==> config.mk <==
export PLATFORM = sky130hd
export DESIGN_NAME = conv_sequencer
export DESIGN_NICKNAME = d
export VERILOG_FILES = /design/src/rtl/conv_seq_pkg.sv /design/src/rtl/conv_seq_regs.sv /design/src/rtl/conv_seq_trig.sv /design/src/rtl/conv_seq_ctrl.sv /design/src/rtl/conv_sequencer.sv
export SDC_FILE = /design/constraint.sdc
export NUM_CORES = 1
export LEC_CHECK = 0
export CAP_MARGIN = 25
export CORE_MARGIN = 5
export CORE_UTILIZATION = 47
export CTS_CLUSTER_DIAMETER = 60
export CTS_CLUSTER_SIZE = 8
export DETAILED_ROUTE_END_ITERATION = 10
export HOLD_SLACK_MARGIN = 0.1
export PLACE_DENSITY = 0.87
export SETUP_SLACK_MARGIN = 0.5
export SYNTH_ARGS = -nofsm -noshare
export SYNTH_HDL_FRONTEND = slang
export SYNTH_SLANG_ARGS = --single-unit
export TNS_END_PERCENT = 5
==> constraint.sdc <==
create_clock -name clk -period 2.1 [get_ports clk]
set_clock_uncertainty 0.05 [all_clocks]
set_input_delay 0.525 -clock clk [delete_from_list [all_inputs] [get_ports clk]]
set_output_delay 0.525 -clock clk [all_outputs]
set_load 0.005 [all_outputs]
==> src/rtl/conv_seq_pkg.sv <==
package conv_seq_pkg;
   localparam int unsigned ADDR_W  = 3;
   localparam int unsigned WDATA_W = 8;
   localparam int unsigned REG_W   = 16;
   localparam int unsigned CHAN_W  = 3;

   localparam logic [ADDR_W-1:0] A_CFG  = 3'd1;
   localparam logic [ADDR_W-1:0] A_RES  = 3'd4;
   localparam logic [ADDR_W-1:0] A_MODE = 3'd5;

   localparam logic [CHAN_W-1:0] CHAN_LAST = 3'd4;

   // bit positions decoded by the channel field and mode register
   localparam int unsigned CHAN_LSB = 5;
   localparam int unsigned MODE_BIT = 7;
   localparam int unsigned TEST_BIT = 6;
endpackage

==> src/rtl/conv_seq_regs.sv <==
module conv_seq_regs
   import conv_seq_pkg::*;
(
   input  logic               clk,
   input  logic               rst_n,
   input  logic               wr_en_i,
   input  logic [ADDR_W-1:0]  wr_addr_i,
   input  logic [WDATA_W-1:0] wr_data_i,
   input  logic [ADDR_W-1:0]  rd_addr_i,
   input  logic [REG_W-1:0]   result_i,
   output logic [REG_W-1:0]   rd_data_o,
   output logic [CHAN_W-1:0]  chan_o,
   output logic               pin_mode_o
);
   logic [CHAN_W-1:0] chan_q;
   logic              mode_q;
   logic              test_q;
   logic [CHAN_W-1:0] chan_wr;
   logic              chan_ok;

   assign chan_wr = wr_data_i[CHAN_LSB +: CHAN_W];
   assign chan_ok = (chan_wr <= CHAN_LAST);

   always_ff @(posedge clk) begin
      if (!rst_n) begin
         chan_q <= '0;
         mode_q <= 1'b0;
         test_q <= 1'b0;
      end else if (wr_en_i) begin
         if (wr_addr_i == A_CFG && chan_ok) chan_q <= chan_wr;
         if (wr_addr_i == A_MODE) begin
            mode_q <= wr_data_i[MODE_BIT];
            test_q <= wr_data_i[TEST_BIT];
         end
      end
   end

   always_comb begin
      rd_data_o = '0;
      case (rd_addr_i)
         A_CFG:  rd_data_o[CHAN_LSB +: CHAN_W] = chan_q;
         A_MODE: begin
            rd_data_o[MODE_BIT] = mode_q;
            rd_data_o[TEST_BIT] = test_q;
         end
         A_RES:  rd_data_o = result_i;
         default: rd_data_o = '0;
      endcase
   end

   assign chan_o     = chan_q;
   assign pin_mode_o = mode_q;

   p_chan_legal_r3: assert property (@(posedge clk) disable iff (!rst_n)
      chan_q <= CHAN_LAST);

   p_reject_code_r3: assert property (@(posedge clk) disable iff (!rst_n)
      (wr_en_i && wr_addr_i == A_CFG && wr_data_i[CHAN_LSB +: CHAN_W] > CHAN_LAST)
      |=> $stable(chan_q));
endmodule

==> src/rtl/conv_seq_trig.sv <==
module conv_seq_trig #(
   parameter int unsigned PERIOD_CYC  = 35500,
   parameter int unsigned SYNC_STAGES = 2
) (
   input  logic clk,
   input  logic rst_n,
   input  logic pin_mode_i,
   input  logic conv_pin_i,
   input  logic busy_i,
   output logic fire_o
);
   localparam int unsigned CNT_W = (PERIOD_CYC > 1) ? $clog2(PERIOD_CYC) : 1;
   localparam logic [CNT_W-1:0] CNT_LAST = CNT_W'(PERIOD_CYC - 1);

   logic [CNT_W-1:0] cnt_q;
   logic             pin_s;
   logic             pin_prev_q;
   logic             tick;
   logic             edge_seen;

   generate
      if (SYNC_STAGES == 0) begin : g_nosync
         assign pin_s = conv_pin_i;
      end else begin : g_sync
         logic [SYNC_STAGES-1:0] sync_q;
         always_ff @(posedge clk) begin
            if (!rst_n) sync_q <= '0;
            else        sync_q <= (sync_q << 1) | SYNC_STAGES'(conv_pin_i);
         end
         assign pin_s = sync_q[SYNC_STAGES-1];
      end
   endgenerate

   always_ff @(posedge clk) begin
      if (!rst_n) begin
         cnt_q      <= '0;
         pin_prev_q <= 1'b0;
      end else begin
         pin_prev_q <= pin_s;
         if (pin_mode_i || cnt_q == CNT_LAST) cnt_q <= '0;
         else                                 cnt_q <= cnt_q + 1'b1;
      end
   end

   assign tick      = !pin_mode_i && (cnt_q == CNT_LAST);
   assign edge_seen = pin_mode_i && pin_s && !pin_prev_q;
   assign fire_o    = (tick || edge_seen) && !busy_i;

   p_cnt_range_r5: assert property (@(posedge clk) disable iff (!rst_n)
      cnt_q <= CNT_LAST);

   p_pin_mode_hold_r6: assert property (@(posedge clk) disable iff (!rst_n)
      pin_mode_i |=> (cnt_q == '0));
endmodule

==> src/rtl/conv_seq_ctrl.sv <==
module conv_seq_ctrl
   import conv_seq_pkg::*;
#(
   parameter int unsigned RES_W = 10
) (
   input  logic              clk,
   input  logic              rst_n,
   input  logic              fire_i,
   input  logic [CHAN_W-1:0] chan_i,
   input  logic              adc_done_i,
   input  logic [RES_W-1:0]  adc_code_i,
   output logic              adc_start_o,
   output logic [CHAN_W-1:0] adc_chan_o,
   output logic              busy_o,
   output logic [REG_W-1:0]  result_o
);
   localparam int unsigned PAD_W = REG_W - RES_W;

   logic              busy_q;
   logic              start_q;
   logic [CHAN_W-1:0] chan_q;
   logic [REG_W-1:0]  result_q;
   logic              accept;

   assign accept = adc_done_i && busy_q;

   always_ff @(posedge clk) begin
      if (!rst_n) begin
         busy_q   <= 1'b0;
         start_q  <= 1'b0;
         chan_q   <= '0;
         result_q <= '0;
      end else begin
         start_q <= fire_i;
         if (fire_i) begin
            busy_q <= 1'b1;
            chan_q <= chan_i;
         end else if (accept) begin
            busy_q <= 1'b0;
         end
         if (accept) begin
            result_q <= {adc_code_i, PAD_W'(0)};
         end
      end
   end

   assign adc_start_o = start_q;
   assign adc_chan_o  = chan_q;
   assign busy_o      = busy_q;
   assign result_o    = result_q;

   p_no_restart_r7: assert property (@(posedge clk) disable iff (!rst_n)
      (busy_q && !adc_done_i) |=> !adc_start_o);

   p_result_hold_r9: assert property (@(posedge clk) disable iff (!rst_n)
      !accept |=> $stable(result_q));

   p_chan_hold_r10: assert property (@(posedge clk) disable iff (!rst_n)
      (busy_q && !adc_done_i) |=> $stable(adc_chan_o));

   p_pad_zero_r8: assert property (@(posedge clk) disable iff (!rst_n)
      result_q[PAD_W-1:0] == '0);
endmodule

==> src/rtl/conv_sequencer.sv <==
module conv_sequencer
   import conv_seq_pkg::*;
#(
   parameter int unsigned CLK_KHZ     = 100_000,
   parameter int unsigned PERIOD_NS   = 355_000,
   parameter int unsigned SYNC_STAGES = 2,
   parameter int unsigned RES_W       = 10
) (
   input  logic              clk,
   input  logic              rst_n,
   input  logic              wr_en_i,
   input  logic [2:0]        wr_addr_i,
   input  logic [7:0]        wr_data_i,
   input  logic [2:0]        rd_addr_i,
   output logic [15:0]       rd_data_o,
   input  logic              conv_pin_i,
   output logic              adc_start_o,
   output logic [2:0]        adc_chan_o,
   input  logic              adc_done_i,
   input  logic [RES_W-1:0]  adc_code_i,
   output logic              busy_o
);
   localparam longint unsigned PERIOD_L =
      (longint'(CLK_KHZ) * longint'(PERIOD_NS)) / 64'd1_000_000;
   localparam int unsigned PERIOD_CYC = int'(PERIOD_L);

   generate
      if (PERIOD_CYC < 2) begin : g_bad_period
         $error("conv_sequencer: period below two cycles");
      end
      if (RES_W < 1 || RES_W >= REG_W) begin : g_bad_res
         $error("conv_sequencer: result width must fit below register width");
      end
   endgenerate

   logic [CHAN_W-1:0] chan_sel;
   logic              pin_mode;
   logic              fire;
   logic              busy;
   logic [REG_W-1:0]  result;

   conv_seq_regs i_regs (
      .clk        (clk),
      .rst_n      (rst_n),
      .wr_en_i    (wr_en_i),
      .wr_addr_i  (wr_addr_i),
      .wr_data_i  (wr_data_i),
      .rd_addr_i  (rd_addr_i),
      .result_i   (result),
      .rd_data_o  (rd_data_o),
      .chan_o     (chan_sel),
      .pin_mode_o (pin_mode)
   );

   conv_seq_trig #(
      .PERIOD_CYC  (PERIOD_CYC),
      .SYNC_STAGES (SYNC_STAGES)
   ) i_trig (
      .clk        (clk),
      .rst_n      (rst_n),
      .pin_mode_i (pin_mode),
      .conv_pin_i (conv_pin_i),
      .busy_i     (busy),
      .fire_o     (fire)
   );

   conv_seq_ctrl #(
      .RES_W (RES_W)
   ) i_ctrl (
      .clk         (clk),
      .rst_n       (rst_n),
      .fire_i      (fire),
      .chan_i      (chan_sel),
      .adc_done_i  (adc_done_i),
      .adc_code_i  (adc_code_i),
      .adc_start_o (adc_start_o),
      .adc_chan_o  (adc_chan_o),
      .busy_o      (busy),
      .result_o    (result)
   );

   assign busy_o = busy;
endmodule

Word-level counts from Yosys, hierarchy flattened
Cells that the tools add are included.
Word-level totals
  bits in registers: 39
  input bits: 29
Cells by class
  add/sub/neg operators: 1
  bitwise gates (word level): 2
  multiplexer cells: 5
  order comparisons: 1
  reduce and logical (&&, ||, !) cells: 15
  equal/unequal tests: 6
Operators with widths (number)
  $add A16 B1 Y16 const B: 1
  $eq A16 B16 Y1 const B: 1
  $eq A3 B3 Y1 const B: 3
  $mux W8: 1
  $eq A3 B1 Y1 const B: 2
  $logic_and A1 B1 Y1: 6
  $pmux W2 S3: 1
  $reduce_and A2 Y1: 2
  $le A3 B3 Y1 const B: 1
  $logic_not A1 Y1: 3
  $mux W1: 3
  $logic_or A1 B1 Y1: 2
  $or A2 B1 Y2: 1
  $reduce_bool A2 Y1: 1
  $reduce_or A2 Y1: 1
  $not A1 Y1: 1

Logic depth before layout (Yosys ltp)
Gate-level depths: netlist of run 1.
  word-level depth: 5
  depth in mapped cells: 6
  gate-level depth less buffers: 5

Hierarchy
A second synthesis of run 1 with hierarchy kept.
Unflattened totals
  cells, all modules: 209
  area, all modules: 1980.6 sq um
Modules (own cells, without submodules)
  conv_seq_trig: cells an instance 91, instances 1, seq. area each 380.4 sq um, area each 893.4 sq um
  conv_seq_ctrl: cells an instance 69, instances 1, seq. area each 300.3 sq um, area each 679.4 sq um
  conv_seq_regs: cells an instance 49, instances 1, seq. area each 100.1 sq um, area each 407.9 sq um

Worst setup path before layout of run 1
OpenSTA, ideal clock, no wires.
  path kind: register to register
  start point: reg i_trig.cnt_q[10]
  end point: reg i_trig.cnt_q[14]
  arrival time: 1.585 ns
  buffers on the path: 1
  stages on the path, launching flop included: 6
  setup slack: 0.351 ns
  cell sequence: dfxtp_1 or3b_2 o41a_1 nand2_2 buf_6 nor2_1
Between the ends
  cells in the longest elaborated chain, start to end: 3
  elaborated cells on any way between the ends: 4
  those cells by class: 1 x add/sub; 1 x eq/ne; 2 x reduce/logical
RTL lines
  start: declaration: line conv_seq_trig.sv:15  | logic [CNT_W-1:0] cnt_q;
  start signal: assignment: line conv_seq_trig.sv:41  | else cnt_q <= cnt_q + 1'b1;
  branches (longest 3 deep; another with $add A16 B1 Y16)
Parallel ways; which one is timed is not known.
A chain may end at the register's enable or synchronous reset.

Worst setup path after layout of run 1
  start point: in rd_addr_i[1]
  end point: out rd_data_o[8]
Between the ends
  cells in the longest elaborated chain, start to end: 2
RTL lines
  start: declaration: line conv_sequencer.sv:14  | input logic [2:0] rd_addr_i,
  $eq A3 B3 Y1: line conv_seq_regs.sv:40  | case (rd_addr_i)
  $mux W8: line conv_seq_regs.sv:40
  end: declaration: line conv_sequencer.sv:15  | output logic [15:0] rd_data_o,
No other way between the ends.

==> results.cfg, run 1 <==
[critical_path]
rr_worst_depth = 4
cp_max_fo = 3
r2r-start = i_trig.cnt_q[6]
end_kind = primary output
crit_arrival_ns = 1.37
crit_type = input port to primary output
required_ns = 1.52
rr_endpoint = i_ctrl.adc_chan_o[0]
r2r_setup_slack_ns = 0.18
start_kind = input port

[power]
power_density_mw_per_mm2 = 578
power_uw = 1370
p_leak_uw = 0.000872
vdd_ir_drop_max_v = 0.000528

[clock_network]
cts_tree = built
root_buffer = clkbuf_8
h-tree-depth = 2
cts.clk_slew.worst_paths_ns = 0.08
insertion_delay_ns = 0.29
cts_inserted_buffers = 5
clk_path_buf_depth = 2
clkSinkCount = 39
holdBufCountCts = 0

[worst_hold_path]
hp-start = i_trig.g_sync.sync_q[0]
hold_end = i_trig.g_sync.sync_q[1]
hold_depth = 1
hold_class = flop to flop

[floorplanning]
io_pins = 50
row_count = 22
dieArea_sq_mm = 0.00499
die_height_microns = 70.6
core_sq_mm = 0.00361
start_util = 0.479
die_width_microns = 70.6

[grt]
grt_usage = 0.156
grt_antenna_before_repair = 0
grt.overflow.total = 0
grt_max_degree = 21
first_global_vias = 1446
grt_pass1_wl_microns = 6230

[yosys]
synth-seq-area-share = 0.452
synth_area_leaders = dfxtp_1 45%, nand2_1 7.0%, a21oi_1 5.8%
yosysTopAreaCell = dfxtp_1
async_reset_ff_frac = 0
avgSynthCellArea_sq_um = 8.51
ys_warn_count = 0
synth_top_area_frac = 0.452
synth_edf_count = 0
synth_cell_types = 38
synth-main-ff-cell = dfxtp_1
synth_area_sq_mm = 0.00173
ys_seq_elements = 39
syn_inst = 203

[finish]
multiInputGateArea_sq_um = 940
syn2layout_area_growth_pct = 37.1
post-route-util = 0.657
fin_area_sq_mm = 0.00237
n_antenna_cell = 0
drive_gt1_frac = 0.188
nFillCells = 273
regArea_sq_um = 786
finalNetCount = 285

[sta]
setup_viol = 0
clock.fmax_ghz = 0.513
layout_setup_ws_ns = 0.152
post-route-min-period_ns = 1.95
drv_slew = 0
hold_viol = 0
fin_setup_tns_ns = 0
period_share = 0.928
grt_setup_unrepaired = true

[placement]
gp_congestion = 0.814
post-place-ws_ns = -0.540
port_buffers = 39
dpl.hpwl_microns = 2690
place_area_sq_mm = 0.00218

[detailed_routing]
drc = 0
wl_per_cell_microns = 13.2
via_per_inst = 5.14
drt-initial-drc-count = 88
routed_wl_microns = 4000
drt_first_pass_iters = 4
vias = 1562
antenna_left = 0

[run]
drv_cap = 0

[run_status]
status = finished clean
-- critical path, stage by stage --
cell     delay, ns
buf_8         0.10
nor3b_4       0.19
buf_4         0.15
buf_6         0.10
buf_6         0.10
and2_4        0.13
buf_6         0.09
-- worst max path at each step --
stage / start / end / slack, ns / cells after the start
floorplan: i_trig.cnt_q[10] / i_trig.cnt_q[14] / 0.35 / 5
global placement: rd_addr_i[2] / rd_data_o[9] / -0.52 / 5
detailed placement: rd_addr_i[0] / rd_data_o[6] / -0.54 / 5
CTS: rd_addr_i[2] / rd_data_o[10] / 0.17 / 7
global route: i_trig.cnt_q[2] / i_ctrl.adc_chan_o[0] / 0.12 / 4
finish: rd_addr_i[1] / rd_data_o[8] / 0.15 / 7
-- repair_timing --
item | in CTS | in global routing
buffers inserted | 4 | 0
endpoints found under the setup margin | 39 | 40
cloned | 1 | 0
resized for setup | 77 | 6
pin swaps | 15 | 1
-- power breakdown --
part	internal, uW	switching (uW)	total [uW]
clock network	232	257	489
logic	70.7	49.8	120
registers	749	10.7	760
total	1050	318	1370
-- kinds of logic after synthesis --
kind of cell    count (synthesis)  share of synthesized area
flops                          39                      0.452
other cells                     1                    0.00217
simple gates                  101                      0.303
xor+xnor                       12                     0.0608
mux                             4                     0.0246
fa+ha+maj                       1                    0.00724
buf+inv                        13                     0.0434
compound gates                 32                      0.107
-- registers in the layout, summed over array words and instances, names as in the netlist --
name and cells:
i_regs.chan_o 3, i_trig.cnt_q 16, i_trig.g_sync.sync_q 2, i_ctrl.adc_start_o 1
i_ctrl.busy_o 1, i_trig.pin_prev_q 1, i_regs.test_q 1, i_ctrl.result_o 10
i_ctrl.adc_chan_o 3, i_regs.pin_mode_o 1
-- metrics by stage --
stage | hold WS (ns) | instances
3_5_place_dp | 0.377 | 291
3_3_place_gp | 0.371 | 291
5_1_grt | 0.413 | 304
4_1_cts | 0.398 | 304
6_report | 0.394 | 304
2_1_floorplan | 0.362 | 207
-- cell usage in the layout (no fill, tap or decap), types with 3 or more instances in the layout --
cell type,instances
dfxtp_1,37
nand2_1,32
clkdlybuf4s50_1,25
nor2_1,21
a21oi_1,20
buf_6,10
xnor2_1,9
nand3_1,7
buf_4,7
and2_4,6
and2_1,6
nor3_1,6
conb_1,5
clkbuf_8,5
inv_1,4
o21ai_0,4
o21ai_1,3
nand4_1,3
xor2_1,3
-- per-layer routing --
layer	routed length (microns)	track usage	up-vias
met4	51	0.0605	0
li1	-	-	785
met2	2010	0.271	45
met1	1600	0.165	724
met3	338	0.0710	8
met5	0	0	-
-- final cells by class --
cell class,instances,share of cell area
inverter,4,0.00634
clock buffer,6,0.0306
multi-input combinational,156,0.397
timing repair buffer,49,0.204
sequential,39,0.332
tap,48,0.0253
clock inverter,2,0.00528
-- synth_stat cells (2+ instances only) --
cell / count
xor2_1: 3
or3_1: 2
mux2_2: 2
nand4b_1: 2
clkbuf_1: 3
nand2_1: 32
o21ai_0: 7
nor2_1: 21
nor4_1: 2
and2_1: 12
mux2i_1: 2
buf_4: 5
nand3_1: 7
nor2b_1: 3
a21oi_1: 20
nand4_1: 3
dfxtp_1: 39
nor3_1: 6
inv_1: 4
xnor2_1: 9
a22oi_1: 2
Note: power is estimated with default switching activity, not from simulation.
==> run 2, diff against run 1 <==
Settings changed: SKIP_LAST_GASP set to 1.
==> results of run 2 <==
Final layout, timing and power as in run 1 (identical DEF).
==> run 3, diff against run 2 <==
--- a/config.mk
+++ b/config.mk
@@ -8,2 +8,3 @@
 export CAP_MARGIN = 25
+export CORE_ASPECT_RATIO = 0.8
 export CORE_MARGIN = 5
--- a/constraint.sdc
+++ b/constraint.sdc
@@ -4,2 +4,2 @@
 set_output_delay 0.525 -clock clk [all_outputs]
-set_load 0.005 [all_outputs]
+set_load 0.01 [all_outputs]
==> run 3 against run 2 <==
Cell count is 1.3% lower. Worst setup slack improved by 0.054 ns. Critical endpoint is now i_ctrl.adc_chan_o[2]. Register-to-register slack improved by 0.03 ns. Power increased by 11%. Fmax increased by 2.9%. Count of clock-buffer cells in the layout stayed put. Critical path type is now flop to flop. Design area decreased by 1.3%. Largest cell class unchanged. Routed wire length up 4.5%. Combinational power is essentially flat. Critical path depth shrank 3. Sequential power hardly changed. Die area grew 0.14%.
==> results.cfg, run 3 (synthesis results as in run 1) <==
[worst_hold_path]
hold_class = flop to flop
hold_end = i_trig.g_sync.sync_q[1]
hold_depth = 1
hp-start = i_trig.g_sync.sync_q[0]

[floorplanning]
row_count = 19
die_width_microns = 77.8
core_sq_mm = 0.00349
dieArea_sq_mm = 0.00500
die_height_microns = 64.2
start_util = 0.494
io_pins = 50

[clock_network]
cts.clk_slew.worst_paths_ns = 0.08
clkSinkCount = 39
h-tree-depth = 2
insertion_delay_ns = 0.30
root_buffer = clkbuf_8
clk_path_buf_depth = 2
cts_tree = built
cts_inserted_buffers = 5

[finish]
drive_gt1_frac = 0.194
syn2layout_area_growth_pct = 35.3
fin_area_sq_mm = 0.00234
layout_commonest_cell = dfxtp_1
n_antenna_cell = 0
layout.cells.most_common_list = 37 x dfxtp_1, 32 x nand2_1, 25 x clkdlybuf4s50_1
layout.cells.non_filler = 300
largest_register_ffs = 16
finalNetCount = 287
regMostFlops = i_trig.cnt_q

[placement]
place_inst = 286
place_area_sq_mm = 0.00218
gp_congestion = 0.849
dpl.hpwl_microns = 2900
port_buffers = 39

[detailed_routing]
drt_first_pass_iters = 4
routed_wl_microns = 4180
wl_per_cell_microns = 13.9
antenna_left = 0
drt-initial-drc-count = 92
drc = 0
vias = 1588
via_per_inst = 5.29

[grt]
use_met1 = 0.208
grtUsageMet2 = 0.269
grt_antenna_before_repair = 0
grt.overflow.total = 0
grt_max_degree = 21
met3_usage = 0.0435
grt_usage = 0.166
top_usage_layer = met2
first_global_vias = 1520
grt_pass1_wl_microns = 6820

[critical_path]
crit_type = flop to flop
end_kind = flop
critical_path_depth = 4
cp_max_fo = 7
crit_arrival_ns = 2.02
rr_worst_depth = 4
crit_family = compound AO/OA/AOI/OAI gates
start_kind = flop
crit_buf_inv = 0
r2r-start = i_trig.cnt_q[4]
critical_path.slowest_cell = o41a_1
slowest_delay_ns = 0.59
required_ns = 2.23
path_cells = or4b_4 -> o41a_1 -> o21ai_1 -> a21oi_1
rr_endpoint = i_ctrl.adc_chan_o[2]
r2r_setup_slack_ns = 0.21

[sta]
clock.fmax_ghz = 0.528
post-route-min-period_ns = 1.89
whs_ns = 0.386
setup_viol = 0
period_share = 0.902
hold_viol = 0
grt_setup_unrepaired = true
drv_slew = 0

[power]
power_density_mw_per_mm2 = 650
vdd_ir_drop_max_v = 0.000429
p_leak_uw = 0.000879
power_uw = 1520

[run]
drv_cap = 0

[run_status]
status = finished clean
-- run 3: cell types whose count changed in the layout (fill, tap and decap cells not counted), moves of 2 or more --
cell	previous run	this run
and2_1	6	10
and2_4	6	2
buf_2	2	10
buf_4	7	10
buf_6	10	5
buf_8	2	0
clkdlybuf4s15_1	2	0
-- run 3: metrics by stage --
| step | worst slack [ns] | TNS, ns | util |
|---|---|---|---|
| 2_1_floorplan | 0.351 | 0 | - |
| 3_3_place_gp | -0.549 | -5.85 | 0.623 |
| 3_5_place_dp | -0.557 | -5.78 | 0.623 |
| 4_1_cts | 0.240 | 0 | 0.656 |
| 5_1_grt | 0.139 | 0 | 0.669 |
| 6_report | 0.206 | 0 | 0.669 |
-- run 3: worst max-delay path by stage --
stage / from / endpoint
after floorplan: i_trig.cnt_q[10] / i_trig.cnt_q[14]
after global placement: rd_addr_i[0] / rd_data_o[8]
after detailed placement: rd_addr_i[0] / rd_data_o[7]
after CTS: i_trig.cnt_q[10] / i_ctrl.adc_chan_o[2]
after global routing: i_trig.cnt_q[4] / i_ctrl.adc_chan_o[2]
final: i_trig.cnt_q[4] / i_ctrl.adc_chan_o[2]
-- run 3: cell type report --
cell class / count / area [sq um]
fillers: 299 / 1160
multi-input cells: 156 / 922
flip-flops and latches: 39 / 788
repair buffers: 51 / 443
clock buffers: 6 / 82.6
well taps: 42 / 52.6
clock inverters: 2 / 35.0
inverters: 4 / 15.0
-- run 3: worst register-to-register path, cell delays in order, from the launching register on --
cell     delay (ns)
dfxtp_4        0.34
or4b_4         0.53
o41a_1         0.59
o21ai_1        0.19
a21oi_1        0.08
-- run 3: report_power, final --
part           switching (uW)  internal (uW)
combinational            52.0           65.2
sequential               10.0            749
clock                     260            384
total                     322           1200
-- run 3: repair_timing --
| action | 4_1_cts | 5_1_grt |
|---|---|---|
| endpoints found under the setup margin | 39 | 40 |
| cloned | 0 | 1 |
| gates resized for setup | 65 | 10 |
| pin swaps | 6 | 6 |
| buffers inserted | 2 | 3 |
| hold buffers | 0 | 0 |
-- run 3: per-layer routing --
layer,share of wire,up-vias
met3,0.045,10
met2,0.47,36
met4,0.020,0
met1,0.46,745
met5,0,-
li1,-,797
